--- src/rtl/lfu_pkg.sv ---
package lfu_pkg;
  typedef enum logic [2:0] {
    OP_AND  = 3'd0,
    OP_OR   = 3'd1,
    OP_XOR  = 3'd2,
    OP_NOT  = 3'd3,
    OP_TEST = 3'd4,
    OP_SETC = 3'd5,
    OP_CMPC = 3'd6,
    OP_NONE = 3'd7
  } op_t;

  localparam int FLAG_W  = 6;
  localparam int FL_CARRY = 0;
  localparam int FL_PAR   = 1;
  localparam int FL_AUX   = 2;
  localparam int FL_ZERO  = 3;
  localparam int FL_SIGN  = 4;
  localparam int FL_OVF   = 5;

  function automatic logic is_logic2(op_t op);
    return (op == OP_AND) || (op == OP_OR) || (op == OP_XOR) || (op == OP_TEST);
  endfunction
endpackage

--- src/rtl/lfu_bitwise.sv ---
module lfu_bitwise
  import lfu_pkg::*;
#(
  parameter int DATA_W = 16,
  parameter int LANE_W = 8
) (
  input  op_t               op,
  input  logic              word,
  input  logic [DATA_W-1:0] dst,
  input  logic [DATA_W-1:0] src,
  output logic [DATA_W-1:0] res,
  output logic              wr
);
  localparam int LANES = DATA_W / LANE_W;

  logic [DATA_W-1:0] raw;
  logic [DATA_W-1:0] mask;

  // Lane 0 is always live; upper lanes only in word mode.
  genvar g;
  generate
    for (g = 0; g < LANES; g++) begin : g_lane
      if (g == 0) begin : g_low
        assign mask[LANE_W-1:0] = '1;
      end else begin : g_high
        assign mask[g*LANE_W +: LANE_W] = {LANE_W{word}};
      end
    end
  endgenerate

  always_comb begin
    raw = dst;
    wr  = 1'b0;
    unique case (op)
      OP_AND:  begin raw = dst & src; wr = 1'b1; end
      OP_OR:   begin raw = dst | src; wr = 1'b1; end
      OP_XOR:  begin raw = dst ^ src; wr = 1'b1; end
      OP_NOT:  begin raw = ~dst;      wr = 1'b1; end
      OP_TEST: begin raw = dst & src; wr = 1'b0; end
      default: begin raw = dst;       wr = 1'b0; end
    endcase
  end

  assign res = raw & mask;
endmodule

--- src/rtl/lfu_flag_eval.sv ---
module lfu_flag_eval #(
  parameter int DATA_W = 16,
  parameter int LANE_W = 8
) (
  input  logic [DATA_W-1:0] res,
  input  logic              word,
  output logic              par,
  output logic              zero,
  output logic              sign
);
  localparam int LANES = DATA_W / LANE_W;

  logic [LANES-1:0] lane_nz;
  logic             upper_nz;

  genvar g;
  generate
    for (g = 0; g < LANES; g++) begin : g_nz
      assign lane_nz[g] = |res[g*LANE_W +: LANE_W];
    end
    if (LANES > 1) begin : g_up
      assign upper_nz = |lane_nz[LANES-1:1];
    end else begin : g_noup
      assign upper_nz = 1'b0;
    end
  endgenerate

  assign par  = ~^res[LANE_W-1:0];
  assign zero = ~(lane_nz[0] | (word & upper_nz));
  assign sign = word ? res[DATA_W-1] : res[LANE_W-1];
endmodule

--- src/rtl/lfu_flag_reg.sv ---
module lfu_flag_reg
  import lfu_pkg::*;
(
  input  logic              clk,
  input  logic              rst,
  input  logic              valid,
  input  op_t               op,
  input  logic              par,
  input  logic              zero,
  input  logic              sign,
  output logic [FLAG_W-1:0] flags
);
  logic [FLAG_W-1:0] flags_d;

  always_comb begin
    flags_d = flags;
    if (valid) begin
      if (is_logic2(op)) begin
        flags_d[FL_CARRY] = 1'b0;
        flags_d[FL_OVF]   = 1'b0;
        flags_d[FL_PAR]   = par;
        flags_d[FL_ZERO]  = zero;
        flags_d[FL_SIGN]  = sign;
      end else if (op == OP_SETC) begin
        flags_d[FL_CARRY] = 1'b1;
      end else if (op == OP_CMPC) begin
        flags_d[FL_CARRY] = ~flags[FL_CARRY];
      end
    end
  end

  always_ff @(posedge clk) begin
    if (rst) flags <= '0;
    else     flags <= flags_d;
  end
endmodule

--- src/rtl/logic_flag_unit.sv ---
module logic_flag_unit
  import lfu_pkg::*;
#(
  parameter int DATA_W = 16,
  parameter int LANE_W = 8
) (
  input  logic              clk,
  input  logic              rst,
  input  logic              in_valid,
  input  logic [2:0]        in_op,
  input  logic              in_word,
  input  logic [DATA_W-1:0] in_dst,
  input  logic [DATA_W-1:0] in_src,
  output logic [DATA_W-1:0] out_result,
  output logic              out_wr_en,
  output logic [FLAG_W-1:0] out_flags
);
  op_t               op;
  logic [DATA_W-1:0] res;
  logic              wr;
  logic              par, zero, sign;

  assign op = op_t'(in_op);

  lfu_bitwise #(.DATA_W(DATA_W), .LANE_W(LANE_W)) bw_i (
    .op(op), .word(in_word), .dst(in_dst), .src(in_src), .res(res), .wr(wr)
  );

  lfu_flag_eval #(.DATA_W(DATA_W), .LANE_W(LANE_W)) fe_i (
    .res(res), .word(in_word), .par(par), .zero(zero), .sign(sign)
  );

  lfu_flag_reg fr_i (
    .clk(clk), .rst(rst), .valid(in_valid), .op(op),
    .par(par), .zero(zero), .sign(sign), .flags(out_flags)
  );

  always_ff @(posedge clk) begin
    if (rst) begin
      out_result <= '0;
      out_wr_en  <= 1'b0;
    end else if (in_valid) begin
      out_result <= res;
      out_wr_en  <= wr;
    end else begin
      out_wr_en  <= 1'b0;
    end
  end
endmodule

--- config.mk ---
export PLATFORM = sky130hd
export DESIGN_NAME = logic_flag_unit
export DESIGN_NICKNAME = d
export VERILOG_FILES = /design/src/rtl/lfu_pkg.sv /design/src/rtl/lfu_bitwise.sv /design/src/rtl/lfu_flag_eval.sv /design/src/rtl/lfu_flag_reg.sv /design/src/rtl/logic_flag_unit.sv
export SDC_FILE = /design/constraint.sdc
export NUM_CORES = 1
export LEC_CHECK = 0
export ABC_AREA = 1
export BUFFER_PORTS_ARGS = -buffer_cell sky130_fd_sc_hd__buf_2
export CORE_MARGIN = 2
export CORE_UTILIZATION = 30
export DETAILED_ROUTE_END_ITERATION = 10
export GPL_ROUTABILITY_DRIVEN = 0
export PLACE_DENSITY = 0.64
export SETUP_SLACK_MARGIN = 0.5
export SLEW_MARGIN = 40
export SYNTH_ARGS = -nofsm -noshare
export SYNTH_HDL_FRONTEND = slang
export SYNTH_SLANG_ARGS = --single-unit
--- constraint.sdc ---
create_clock -name clk -period 2.04 [get_ports clk]
set_clock_uncertainty 0.15 [all_clocks]
set_input_delay 0.408 -clock clk [delete_from_list [all_inputs] [get_ports clk]]
set_output_delay 0.408 -clock clk [all_outputs]
set_load 0.02 [all_outputs]
Word level (Yosys, flattened, before mapping)
Index checks and enable logic that the tools add are counted.
{"block": "classes", "eq_ne": 6, "n_mux": 6, "bitwise": 10, "reduce_logical": 13}
{"cell": "$pmux 16 s4", "count": 1}
{"cell": "$and 16x16->16", "count": 2}
{"cell": "$not 16->16", "count": 1}
{"cell": "$or 16x16->16", "count": 1}
{"cell": "$reduce_or 8->1", "count": 2}
{"cell": "$xor 16x16->16", "count": 1}
{"cell": "$eq 3x3->1 const B", "count": 3}
{"cell": "$reduce_xnor 8->1", "count": 1}
{"cell": "$eq 3x2->1 const B", "count": 2}
{"cell": "$mux 1", "count": 5}
{"cell": "$reduce_and 2->1", "count": 2}
{"cell": "$reduce_or 2->1", "count": 2}
{"cell": "$reduce_or 4->1", "count": 1}
{"cell": "$eq 3x1->1 const B", "count": 1}
{"cell": "$logic_not 3->1", "count": 1}
{"cell": "$logic_or 1x1->1", "count": 3}
{"cell": "$not 1->1", "count": 3}
{"cell": "$reduce_bool 3->1", "count": 1}
{"cell": "$and 1x1->1", "count": 1}
{"cell": "$or 1x1->1", "count": 1}
{"block": "totals", "regBits": 21, "in_bits": 39, "word_cells": 39}

Depth between registers and ports, before layout
{"block": "logic_depth", "word_depth": 8, "depth_mapped": 14, "depth_no_buf": 12}

Cells and area by module
From an unflattened synthesis, not the netlist that was laid out.
{"block": "hier_totals", "cells_unflattened": 400, "area_unflattened_um2": 2453.6}
{"mod": "lfu_bitwise", "instances": 1, "cells_each": 225, "area_per_inst_um2": 1271.2, "seq_area_each_um2": 0.0}
{"mod": "logic_flag_unit", "instances": 1, "cells_each": 105, "area_per_inst_um2": 767.0, "seq_area_each_um2": 340.3}
{"mod": "lfu_flag_reg", "instances": 1, "cells_each": 39, "area_per_inst_um2": 247.7, "seq_area_each_um2": 80.1}
{"mod": "lfu_flag_eval", "instances": 1, "cells_each": 31, "area_per_inst_um2": 167.7, "seq_area_each_um2": 0.0}

Least setup slack after synthesis
OpenSTA, ideal clock, no wires.
{"block": "synth_timing", "kind": "input port to flip-flop", "startpoint": "input in_op[1]", "endpoint": "register fr_i.flags[1]", "arrival_time_ps": 2000, "t_required_ps": 1820, "path_slack_ps": -180, "path_stages": 13, "n_path_buf": 2, "cell_sequence": "buf_4 nor2_1 buf_6 nand2_1 o21ai_0 nor2_1 nand2_1 inv_1 ha_1 xnor2_1 xnor2_1 nand2_1 a21oi_1"}
{"block": "synth_via", "elab_chain_cells": 5}
{"element": "start: declaration", "line": "logic_flag_unit.sv:10", "rtl": "input logic [2:0] in_op,"}
{"element": "$eq 3x3->1, or another cell as far along", "line": "lfu_pkg.sv:22, lfu_bitwise.sv:34"}
{"element": "$reduce_or 2->1 (no line) / $logic_or 1x1->1 (equally long branches)"}
{"element": "$pmux 16 s4 / $logic_or 1x1->1 (equally long branches)", "line": "lfu_bitwise.sv:34, lfu_pkg.sv:22"}
{"element": "$and 16x16->16 / $logic_or 1x1->1 (equally long branches)", "line": "lfu_bitwise.sv:44, lfu_pkg.sv:22"}
{"element": "$reduce_xnor 8->1 / $reduce_and 2->1 (equally long branches)"}
{"element": "end signal: assignment", "line": "lfu_flag_reg.sv:34", "rtl": "else flags <= flags_d;"}
{"element": "end: declaration", "line": "lfu_flag_reg.sv:11", "rtl": "output logic [FLAG_W-1:0] flags"}
Several ways; a longest one is shown, not always the timed one.
A chain may end at the register's enable or synchronous reset.

Worst setup path in the final report
{"block": "layout_timing", "startpoint": "input in_src[3]", "endpoint": "register fr_i.flags[1]"}
{"block": "layout_via", "elab_chain_cells": 4}
{"element": "start: declaration", "line": "logic_flag_unit.sv:13", "rtl": "input logic [DATA_W-1:0] in_src,"}
{"element": "$and 16x16->16, or another cell as far along", "line": "lfu_bitwise.sv:35, lfu_bitwise.sv:39"}
{"element": "$pmux 16 s4 *", "line": "lfu_bitwise.sv:34", "rtl": "unique case (op)"}
{"element": "$and 16x16->16 *", "line": "lfu_bitwise.sv:44", "rtl": "assign res = raw & mask;"}
{"element": "$reduce_xnor 8->1 *", "line": "lfu_flag_eval.sv:28", "rtl": "assign par = ~^res[LANE_W-1:0];"}
Mark *: on every way between the ends. The rest lies on a longest branch, timed or not.

==> results.md <==
* Yosys top cell area share at 0.207
* Design area at roughly 3600 um^2
* PortBufs at 59
* DR vias at about 2700
* PwrDens at 444 nW/um^2
* R2r setup slk at ~0.95 ns
* Insertion delay to the later sink of the worst-skew pair at roughly 0.26 ns
* Slowest-stage cell, CP: ha_4
* Final period util at 1.01
* GRT Total Usage at 0.171
* First-pass GRT wire length at 11.0 mm
* H-tree Lvls at 1
* Clock buffer depth at 2
* Endpoint, Worst Hold: fr_i.flags[3]$_SDFFE_PP0P_
* Crit path cell chain: buf_6 > inv_4 > ha_4 > inv_2 > o22ai_2 > a211oi_2 > nand2_1 > inv_2 > ha_4 > xnor2_2 > xnor2_1 > nand2_1 > a21oi_2
* Post-Syn Area at approximately 2200 um^2
* Fin. max-slew vios at 0
* Die height at 89.2 um
* Via density at between 4 and 5
* Final Net Count at around 540
* HP Class: flip-flop to flip-flop
* Leakage at ~2.0 nW
* Yosys reg bits at 21
* Critical Path Source: in_src[3]
* Ys async rst share at 0
* Synth warn at 0
* Post-route minimum period at a little over 2 ns
* Area of the core at between 7000 and 8000 um^2
* Synthesized instance count at about 350
* Clock root buffer: clkbuf_8
* Drt drc at 0
* Worst R2R Start: out_result[6]$_SDFFE_PP0P_
* Cell taking the most area after synthesis: ha_1
* Max VDD drop at 0.258 mV
* Vias in the first global route at 2466
* N_diodes at 0
* Die Span X at a little under 90 um
* Floorplan row count at 31
* Outcome: complete, but fails checks
* Final setup fails at 1
* RSZ-0062 raised after global routing: true
* Hold-critical path depth at 2
* Syn Area/Cell at between 6 and 7 um^2
* WP buf/inv at 4
* Final Hold Vio Count at 0
* Setup CP Type: primary input to flip-flop
* Fmax at between 400 and 500 MHz
* Clock sink count at 21
* Worst EP required at around 2.1 ns
* Storage cell area at between 400 and 500 um^2
* Seq/Total Area, Yosys at 0.193
* Cts bufs inserted at 3
* Design Power at ~1.6 mW
* Crit Path Max Fanout at 2
* Capture point of the worst reg-to-reg path: out_result[6]$_SDFFE_PP0P_
* Crit path largest cell delay at ~0.21 ns
* Critical Path End Type: flip-flop
* CTS tree: done
* CP Launch Type: primary input
* Largest net degree at the start of global routing at 27
* Multi-input gate area at between 1500 and 2000 um^2
* Worst Reg-to-Reg Cells at 4
* Post-synth top flop: dfxtp_1
* Number of flops mapped to enable cells by yosys at 0
* Fill cells at ~660
* 1st-iter DRT viols at ~120
* WL/cell at 13.9 um
* DP HPWL at around 4.6 mm
* Routed WL at ~7.8 mm
* Placed Area at ~2800 um^2
* Max Cap Violations at 0
* Largest cells by area after synthesis: ha_1 (21%), dfxtp_1 (19%), inv_1 (13%)
* Share of layout cells above drive strength 1 at 0.450
* Ports at 62
* Crit-path leading delay family: compound AO/OA/AOI/OAI gates
* DIE AREA at between 7000 and 8000 um^2
* Initial antenna violation count at 0
* Worst Hold Launch: fr_i.flags[3]$_SDFFE_PP0P_
* Pre-antenna DRT Iters at 4
* Failing checks: setup timing
* Cell variety after synth at 27
* Commonest cells in the netlist: inv_1 (78), nand2_1 (64), nor2_1 (52)
* Arrival time at the worst endpoint at 2.11 ns
* Area Growth Syn to Fin at 65.5%
* Initial Utilization at 0.305
* Final ANT Viol Nets at 0
* Clock-pin slew on the worst setup and hold paths at roughly 0.080 ns
* Grt ovf at 0
* PnR worst setup slack at -0.0221 ns
* Count leader, synth: inv_1
## layout by cell type (no fill, tap or decap), types with 2 or more instances in the layout
cell type	instances
nor3_1	7
nand3_4	3
ha_4	11
nand3b_1	2
buf_8	6
nand2_1	61
buf_2	44
o21ai_0	16
a211oi_2	7
o21ai_2	6
dfxtp_1	21
a21oi_1	10
inv_4	11
nor2_1	49
o21ai_1	5
nand4_1	5
nand2_4	2
ha_2	2
buf_4	35
xnor2_2	2
buf_12	2
buf_6	30
inv_1	48
ha_1	23
o22ai_2	8
nand2_2	4
clkbuf_8	3
conb_1	2
inv_2	21
nor2_2	3
## metal layers
metal  up-vias  track usage  wire length (um)
met1      1226        0.211              3190
met5         -            0                 0
met2       101        0.313              3930
li1       1305            -                 -
met3        26       0.0203               377
met4         0       0.0475               279
## worst min-delay path: stages (launching register included)
cell and delay, ns:
dfxtp_1 0.31, nand2_1 0.06, a21oi_1 0.06
## cell families after synthesis
logic type      after synthesis  share of synthesized area
simple gates                137                      0.262
buf+inv                      94                      0.184
compound gates               55                      0.141
fa+ha+maj                    36                      0.207
flops                        21                      0.193
xor+xnor                      3                     0.0121
other cells                   1                    0.00172
## state kept, by name, summed over array words and instances, names as in the netlist
| name | cells |
|---|---|
| fr_i.flags | 4 |
| out_wr_en | 1 |
| out_result | 16 |
## repair_timing
item	CTS	global route
pin swaps	37	27
gates cloned	2	1
hold buffers	0	0
gates resized for setup	85	45
setup buffers	18	4
endpoints found under the setup margin	8	13
## cell type report
type                    count  share of cell area
clock buffers               3              0.0114
clock inverters             1             0.00139
inverters                  81              0.0940
multi-input cells         236               0.477
flip-flops and latches     21               0.117
well taps                  99              0.0343
repair buffers            118               0.266
## per-stage QoR
| stage | util | instances | TNS (ns) | hold slack (ns) | setup slack, ns |
|---|---|---|---|---|---|
| after floorplan | - | 348 | -0.0703 | 0.386 | -0.0703 |
| after detailed placement | 0.398 | 530 | -0.394 | 0.309 | -0.318 |
| after global placement | 0.398 | 530 | -0.279 | 0.302 | -0.241 |
| final | 0.505 | 559 | -0.0221 | 0.332 | -0.0221 |
| after global routing | 0.505 | 559 | -0.0840 | 0.348 | -0.0840 |
| after CTS | 0.476 | 554 | 0 | 0.321 | 0.142 |
## how the worst max path moves through the flow
stage                     cells after the start  slack (ns)                         end
after detailed placement                     13       -0.32  fr_i.flags[1]$_SDFFE_PP0P_
after global placement                       13       -0.24  fr_i.flags[1]$_SDFFE_PP0P_
final                                        13       -0.02  fr_i.flags[1]$_SDFFE_PP0P_
after CTS                                    13        0.14  fr_i.flags[1]$_SDFFE_PP0P_
after floorplan                              14       -0.07  fr_i.flags[1]$_SDFFE_PP0P_
after global routing                         13       -0.08  fr_i.flags[1]$_SDFFE_PP0P_
## where the power goes
| part | leakage (nW) | internal [mW] | switching (mW) |
|---|---|---|---|
| Clock | 0.0255 | 0.136 | 0.143 |
| Combinational | 1.76 | 0.420 | 0.445 |
| Sequential | 0.173 | 0.441 | 0.0173 |
| Total | 1.96 | 0.997 | 0.606 |
Power figures use the tool's default switching activity.
